==> src/rtl/brcost_pkg.sv <==
package brcost_pkg;
   typedef enum logic [1:0] {
      BK_STD   = 2'b00,
      BK_CACHE = 2'b01,
      BK_COND  = 2'b10,
      BK_NONE  = 2'b11
   } br_kind_e;

   // cause slots for the penalty counter array
   localparam int CAUSE_STD   = 0;
   localparam int CAUSE_CACHE = 1;
   localparam int CAUSE_SW    = 2;
   localparam int N_CAUSES    = 3;

   // double-word misalignment: address bit 1 set on a double-word instruction
   function automatic logic dw_misaligned(input logic is_dw, input logic addr_b1);
      return is_dw & addr_b1;
   endfunction
endpackage

==> src/rtl/brcost_calc.sv <==
module brcost_calc
   import brcost_pkg::*;
#(
   parameter int ADDR_W     = 16,
   parameter int COST_W     = 4,
   parameter int SUM_W      = 5,
   parameter int STD_BASE   = 4,
   parameter int CACHE_BASE = 2,
   parameter int MIS_PEN    = 2,
   parameter int SW_PEN     = 1
) (
   input  logic [1:0]        kind,
   input  logic              taken,
   input  logic [ADDR_W-1:0] tgt_addr,
   input  logic              tgt_dw,
   input  logic [ADDR_W-1:0] succ_addr,
   input  logic              succ_dw,
   input  logic              prev_sw_wr,
   output logic [COST_W-1:0] base,
   output logic [COST_W-1:0] pen,
   output logic [SUM_W-1:0]  total,
   output logic [N_CAUSES-1:0] hits
);
   localparam int ALIGN_BIT = 1;
   localparam logic [COST_W-1:0] C_STD   = COST_W'(STD_BASE);
   localparam logic [COST_W-1:0] C_CACHE = COST_W'(CACHE_BASE);
   localparam logic [COST_W-1:0] C_MIS   = COST_W'(MIS_PEN);
   localparam logic [COST_W-1:0] C_SW    = COST_W'(SW_PEN);

   logic mis_t, mis_s;
   br_kind_e k;

   assign k     = br_kind_e'(kind);
   assign mis_t = dw_misaligned(tgt_dw,  tgt_addr[ALIGN_BIT]);
   assign mis_s = dw_misaligned(succ_dw, succ_addr[ALIGN_BIT]);

   always_comb begin
      base = '0;
      pen  = '0;
      hits = '0;
      unique case (k)
         BK_STD: begin
            if (taken) begin
               base = C_STD;
               if (mis_t) begin
                  pen = C_MIS;
                  hits[CAUSE_STD] = 1'b1;
               end
            end
         end
         BK_CACHE: begin
            if (taken) begin
               base = C_CACHE;
               if (mis_t && mis_s) begin
                  pen = C_MIS;
                  hits[CAUSE_CACHE] = 1'b1;
               end
            end
         end
         BK_COND: begin
            if (prev_sw_wr) begin
               pen = C_SW;
               hits[CAUSE_SW] = 1'b1;
            end
            if (taken) begin
               base = C_STD;
               if (mis_t) begin
                  pen = pen + C_MIS;
                  hits[CAUSE_STD] = 1'b1;
               end
            end
         end
         default: ;
      endcase
   end

   assign total = SUM_W'(base) + SUM_W'(pen);
endmodule

==> src/rtl/brcost_satctr.sv <==
module brcost_satctr #(
   parameter int W        = 16,
   parameter int INC_W    = 1,
   parameter bit SATURATE = 1'b1
) (
   input  logic             clk,
   input  logic             rst_n,
   input  logic             clr,
   input  logic             en,
   input  logic [INC_W-1:0] inc,
   output logic [W-1:0]     q
);
   logic [W:0]   sum;
   logic [W-1:0] nxt;

   assign sum = {1'b0, q} + (W+1)'(inc);

   generate
      if (SATURATE) begin : g_sat
         assign nxt = sum[W] ? {W{1'b1}} : sum[W-1:0];
      end else begin : g_wrap
         assign nxt = sum[W-1:0];
      end
   endgenerate

   always_ff @(posedge clk) begin
      if (!rst_n)   q <= '0;
      else if (clr) q <= '0;
      else if (en)  q <= nxt;
   end
endmodule

==> src/rtl/brcost_hold.sv <==
module brcost_hold #(
   parameter int W = 13
) (
   input  logic         clk,
   input  logic         rst_n,
   input  logic         up_valid,
   output logic         up_ready,
   input  logic [W-1:0] d,
   output logic         dn_valid,
   input  logic         dn_ready,
   output logic [W-1:0] q
);
   assign up_ready = !dn_valid || dn_ready;

   always_ff @(posedge clk) begin
      if (!rst_n) begin
         dn_valid <= 1'b0;
         q        <= '0;
      end else if (up_valid && up_ready) begin
         dn_valid <= 1'b1;
         q        <= d;
      end else if (dn_ready) begin
         dn_valid <= 1'b0;
      end
   end
endmodule

==> src/rtl/brcost_acct.sv <==
module brcost_acct
   import brcost_pkg::*;
#(
   parameter int ADDR_W     = 16,
   parameter int COST_W     = 4,
   parameter int SUM_W      = 5,
   parameter int TOT_W      = 32,
   parameter int CNT_W      = 16,
   parameter int STD_BASE   = 4,
   parameter int CACHE_BASE = 2,
   parameter int MIS_PEN    = 2,
   parameter int SW_PEN     = 1,
   parameter bit SATURATE   = 1'b1
) (
   input  logic              clk,
   input  logic              rst_n,
   input  logic              clr,
   input  logic              in_valid,
   output logic              in_ready,
   input  logic [1:0]        in_kind,
   input  logic              in_taken,
   input  logic [ADDR_W-1:0] in_tgt_addr,
   input  logic              in_tgt_dw,
   input  logic [ADDR_W-1:0] in_succ_addr,
   input  logic              in_succ_dw,
   input  logic              in_prev_sw_wr,
   output logic              res_valid,
   input  logic              res_ready,
   output logic [COST_W-1:0] res_base,
   output logic [COST_W-1:0] res_pen,
   output logic [SUM_W-1:0]  res_total,
   output logic [TOT_W-1:0]  run_cycles,
   output logic [CNT_W-1:0]  cnt_std_mis,
   output logic [CNT_W-1:0]  cnt_cache_mis,
   output logic [CNT_W-1:0]  cnt_sw_hazard
);
   localparam int RES_W    = 2*COST_W + SUM_W;
   localparam int MAX_BASE = (STD_BASE > CACHE_BASE) ? STD_BASE : CACHE_BASE;
   localparam int MAX_PEN  = MIS_PEN + SW_PEN;

   // elaboration-time parameter checks
   generate
      if (ADDR_W < 2) begin : g_bad_addr
         $error("brcost_acct: ADDR_W must reach address bit 1");
      end
      if (MAX_BASE >= (1 << COST_W) || MAX_PEN >= (1 << COST_W)) begin : g_bad_cost
         $error("brcost_acct: COST_W too narrow for base or penalty");
      end
      if (MAX_BASE + MAX_PEN >= (1 << SUM_W)) begin : g_bad_sum
         $error("brcost_acct: SUM_W too narrow for the worst total");
      end
      if (TOT_W < SUM_W || CNT_W < 1) begin : g_bad_acc
         $error("brcost_acct: accumulator widths too small");
      end
   endgenerate

   logic [COST_W-1:0]   c_base, c_pen;
   logic [SUM_W-1:0]    c_total;
   logic [N_CAUSES-1:0] c_hits;
   logic [RES_W-1:0]    res_q;
   logic                accept;

   brcost_calc #(
      .ADDR_W(ADDR_W), .COST_W(COST_W), .SUM_W(SUM_W),
      .STD_BASE(STD_BASE), .CACHE_BASE(CACHE_BASE),
      .MIS_PEN(MIS_PEN), .SW_PEN(SW_PEN)
   ) calc_i (
      .kind(in_kind), .taken(in_taken),
      .tgt_addr(in_tgt_addr), .tgt_dw(in_tgt_dw),
      .succ_addr(in_succ_addr), .succ_dw(in_succ_dw),
      .prev_sw_wr(in_prev_sw_wr),
      .base(c_base), .pen(c_pen), .total(c_total), .hits(c_hits)
   );

   brcost_hold #(.W(RES_W)) hold_i (
      .clk(clk), .rst_n(rst_n),
      .up_valid(in_valid), .up_ready(in_ready),
      .d({c_base, c_pen, c_total}),
      .dn_valid(res_valid), .dn_ready(res_ready),
      .q(res_q)
   );

   assign accept = in_valid && in_ready;
   assign {res_base, res_pen, res_total} = res_q;

   brcost_satctr #(.W(TOT_W), .INC_W(SUM_W), .SATURATE(SATURATE)) run_i (
      .clk(clk), .rst_n(rst_n), .clr(clr),
      .en(accept), .inc(c_total), .q(run_cycles)
   );

   logic [CNT_W-1:0] cause_q [N_CAUSES];

   generate
      for (genvar gi = 0; gi < N_CAUSES; gi++) begin : g_cause
         brcost_satctr #(.W(CNT_W), .INC_W(1), .SATURATE(SATURATE)) ctr_i (
            .clk(clk), .rst_n(rst_n), .clr(clr),
            .en(accept && c_hits[gi]), .inc(1'b1), .q(cause_q[gi])
         );
      end
   endgenerate

   assign cnt_std_mis   = cause_q[CAUSE_STD];
   assign cnt_cache_mis = cause_q[CAUSE_CACHE];
   assign cnt_sw_hazard = cause_q[CAUSE_SW];
endmodule

==> config.mk <==
export PLATFORM = sky130hd
export DESIGN_NAME = brcost_acct
export DESIGN_NICKNAME = d
export VERILOG_FILES = /design/src/rtl/brcost_pkg.sv /design/src/rtl/brcost_calc.sv /design/src/rtl/brcost_satctr.sv /design/src/rtl/brcost_hold.sv /design/src/rtl/brcost_acct.sv
export SDC_FILE = /design/constraint.sdc
export NUM_CORES = 1
export LEC_CHECK = 0
export BUFFER_PORTS_ARGS = -buffer_cell sky130_fd_sc_hd__buf_2
export CELL_PAD_IN_SITES_DETAIL_PLACEMENT = 1
export CELL_PAD_IN_SITES_GLOBAL_PLACEMENT = 2
export CORE_MARGIN = 3
export CORE_UTILIZATION = 27
export CTS_CLUSTER_DIAMETER = 80
export DETAILED_ROUTE_END_ITERATION = 6
export HOLD_SLACK_MARGIN = 0.15
export PLACE_DENSITY = 0.78
export SLEW_MARGIN = 10
export SYNTH_ARGS = -nofsm -noshare
export SYNTH_HDL_FRONTEND = slang
export SYNTH_SLANG_ARGS = --single-unit
==> constraint.sdc <==
create_clock -name clk -period 2.9 [get_ports clk]
set_input_delay 0.58 -clock clk [delete_from_list [all_inputs] [get_ports clk]]
set_output_delay 0.58 -clock clk [all_outputs]
set_load 0.05 [all_outputs]
==> metrics.txt <==
sequential share of power 48.1%; Nets 696; Netlist cell types 64; via count 4391; Die Ht 136 um; worst endpoint required time 3120 ps; io pins 138; Critical Path Start in_kind[1]; largest area contributor in the netlist dfxtp_1; top-count cell post-synth dfxtp_1; CTS max path bufs 2; average wire per standard cell 16.4 um; commonest cells in the netlist dfxtp_1 (88), a21oi_1 (62), nand2_1 (43); CTS tree done; core footprint 16200 um2; number of cells on the worst reg-to-reg path 9; DRT Wirelength 14200 um; Mapped Cells 532; Clock Pin Slew Worst Setup and Hold Paths 60 ps; DP Cell Count 847; Max Cap Violations 0; Area Overhead vs Synth 25.9%; RSZ-0062 raised after global routing false; CP arrival 2990 ps; Crit Path Max Fanout 7; clock power share 45.9%; RePlAce Congestion 0.787; gr ovfl total 0; reg2reg start run_i.q[0]; Synth area leaders dfxtp_1 (39%), a21oi_1 (6.8%), xnor2_1 (5.4%); Worst VDD drop 0.000251 V; net switching power of the design 0.594 mW; Num CTS Buffers 9; outcome completed; iteration count of the initial detailed-routing pass 4; Tmin final 2770 ps; Async S/R FF share, synth 0%; Layout Cells excl Fill 863; Highest Clock Rate 361 MHz; Hold Path Cell Cnt 2; Synth Flop Type dfxtp_1; initial antenna violation count 0; CP Class in2reg; vias in the first global route 4332; dpl hpwl 10500 um; initial core utilization 28.1%; Comb pwr share 6.0%; clk sink count 88; DR iter-0 viols 201; final worst slack 132 ps; All-Layer GR Usage 15.2%; Reg-to-Reg End run_i.q[30]; Slew HR 56.3%; Routed Antenna Nets 0; Mean Syn Cell Area 8.54 um2; largest net degree at the start of global routing 35; Switching Fraction 23.4%; latest clock arrival within the worst-skew pair 340 ps; first-pass GRT wire length 22600 um; share of layout cells above drive strength 1 26.1%; setup tns final 0 ps; hold_sp hold_i.q[10]; register area share after synthesis 38.8%; Residual DRC 0; final hold violation count 0; # rows 46; Die W 136 um; Setup crit end kind flip-flop; PD cells 444 nW/um2; IO buf count 102; Hold WC Path Type reg2reg; die area 18400 um2; Fin Clk Skew 7.89 ps; Slew @ Worst Pin 650 ps; pre-CTS setup slack -201 ps; top cell type's share of synthesized area 38.8%; Leakage Power 2.20 nW; YS warnings 0; Int Pwr 1.94 mW; Min Hold Slack 471 ps; #FFs+latches synth 88; Endpoint, Worst Hold hold_i.q[10]; EDFF count, synth 0; fin. max-slew vios 0; final setup violation count 0; # diodes 0; Root Buffer clkbuf_16; startpoint types input port; vias per cell 5.09; Mapped Area 4540 um2; Reg2Reg Setup Slack 460 ps; period utilization 95.5%; H-tree level count 3
-- state kept, by name, summed over array words and instances (netlist names) --
signal           count
g_cause.ctr_i.q     48
run_i.q             32
hold_i.q             7
hold_i.dn_valid      1
-- through the flow --
stage / total power [mW] / util (%) / area, um2
after floorplan: 1.36 / - / 4630
after CTS: 2.58 / 35.3 / 5710
after detailed placement: 1.40 / 33.5 / 5420
after global routing: 2.64 / 35.4 / 5720
final: 2.54 / 35.4 / 5720
after global placement: 1.40 / 33.5 / 5420
-- worst max-delay path, stage by stage --
cell       delay [ps]
buf_2             110
nand3b_1          160
a21oi_1           180
ha_2              210
inv_1              50
fa_2              340
nand2b_4          160
a2111oi_4         400
nand2_2           190
buf_4             180
nor4_1            330
nor3_1             80
-- repair_timing --
item                                    in CTS  in global routing
setup buffers                                0                  1
resized for setup                            0                  0
endpoints found under the setup margin       0                  2
hold buffers                                 0                  0
-- area by class of cell --
cell class	count	area, um2
Tap cell	216	270
Clock inverter	4	45.0
Sequential cell	88	1760
Clock buffer	11	243
Timing Repair Buffer	127	698
Inverter	13	48.8
Fill cell	1934	10500
Multi-Input combinational cell	404	2650
-- worst max-delay path by stage --
stage / end / slack (ps) / cells after the start
floorplan: run_i.q[26] / 10 / 10
global placement: run_i.q[30] / -140 / 12
detailed placement: run_i.q[30] / -200 / 12
CTS: run_i.q[30] / 140 / 12
global route: run_i.q[30] / 20 / 12
finish: run_i.q[30] / 130 / 12
-- power groups by stage --
stage	Combinational (mW)	Clock, mW	Sequential [mW]
5_1_grt	0.167	1.25	1.22
3_5_place_dp	0.154	0	1.25
6_report	0.152	1.16	1.22
4_1_cts	0.155	1.20	1.22
2_1_floorplan	0.0872	0	1.27
3_3_place_gp	0.151	0	1.25
-- routing by layer --
metal  track usage, %  vias up  part of all wire [%]
li1                 -     2159                     -
met1             20.7     2152                    48
met2             24.1       71                    47
met3             3.38        9                   4.1
met4             4.31        0                   1.2
met5                0        -                     0
-- layout by cell type (no fill, tap or decap), types with 4 or more instances in the layout --
cell type,Yosys,routed
dfxtp_1,88,88
nor4_1,19,19
nor2b_1,4,4
mux2i_1,4,4
xnor2_1,28,28
a211oi_1,4,4
o21ai_0,10,10
clkbuf_16,0,9
nand4_1,24,24
a21boi_0,7,7
xor2_1,20,20
inv_1,12,12
and3_1,13,13
conb_1,1,5
buf_2,5,102
a21oi_1,62,62
a31oi_1,7,7
nand2_1,43,43
and4_1,9,9
ha_1,9,5
nor3_1,23,23
nand3_1,27,26
buf_4,7,25
and2_1,8,7
o221a_2,4,4
nor2_1,22,22
-- cells by family (layout without fill, tap and decap cells) --
logic type                 Yosys count  after routing  synth area share, %
DFF                                 88             88                 38.8
muxes                                4              4                0.882
adders and majority gates           10             10                 2.92
xor gates and xnor gates            48             48                 9.26
buffers and inverters               44            155                 4.60
and+or+nand+nor                    225            225                 27.7
other                                1              5               0.0826
AOI/OAI and AO/OA                  112            112                 15.7
(Power assumes the default switching activity.)
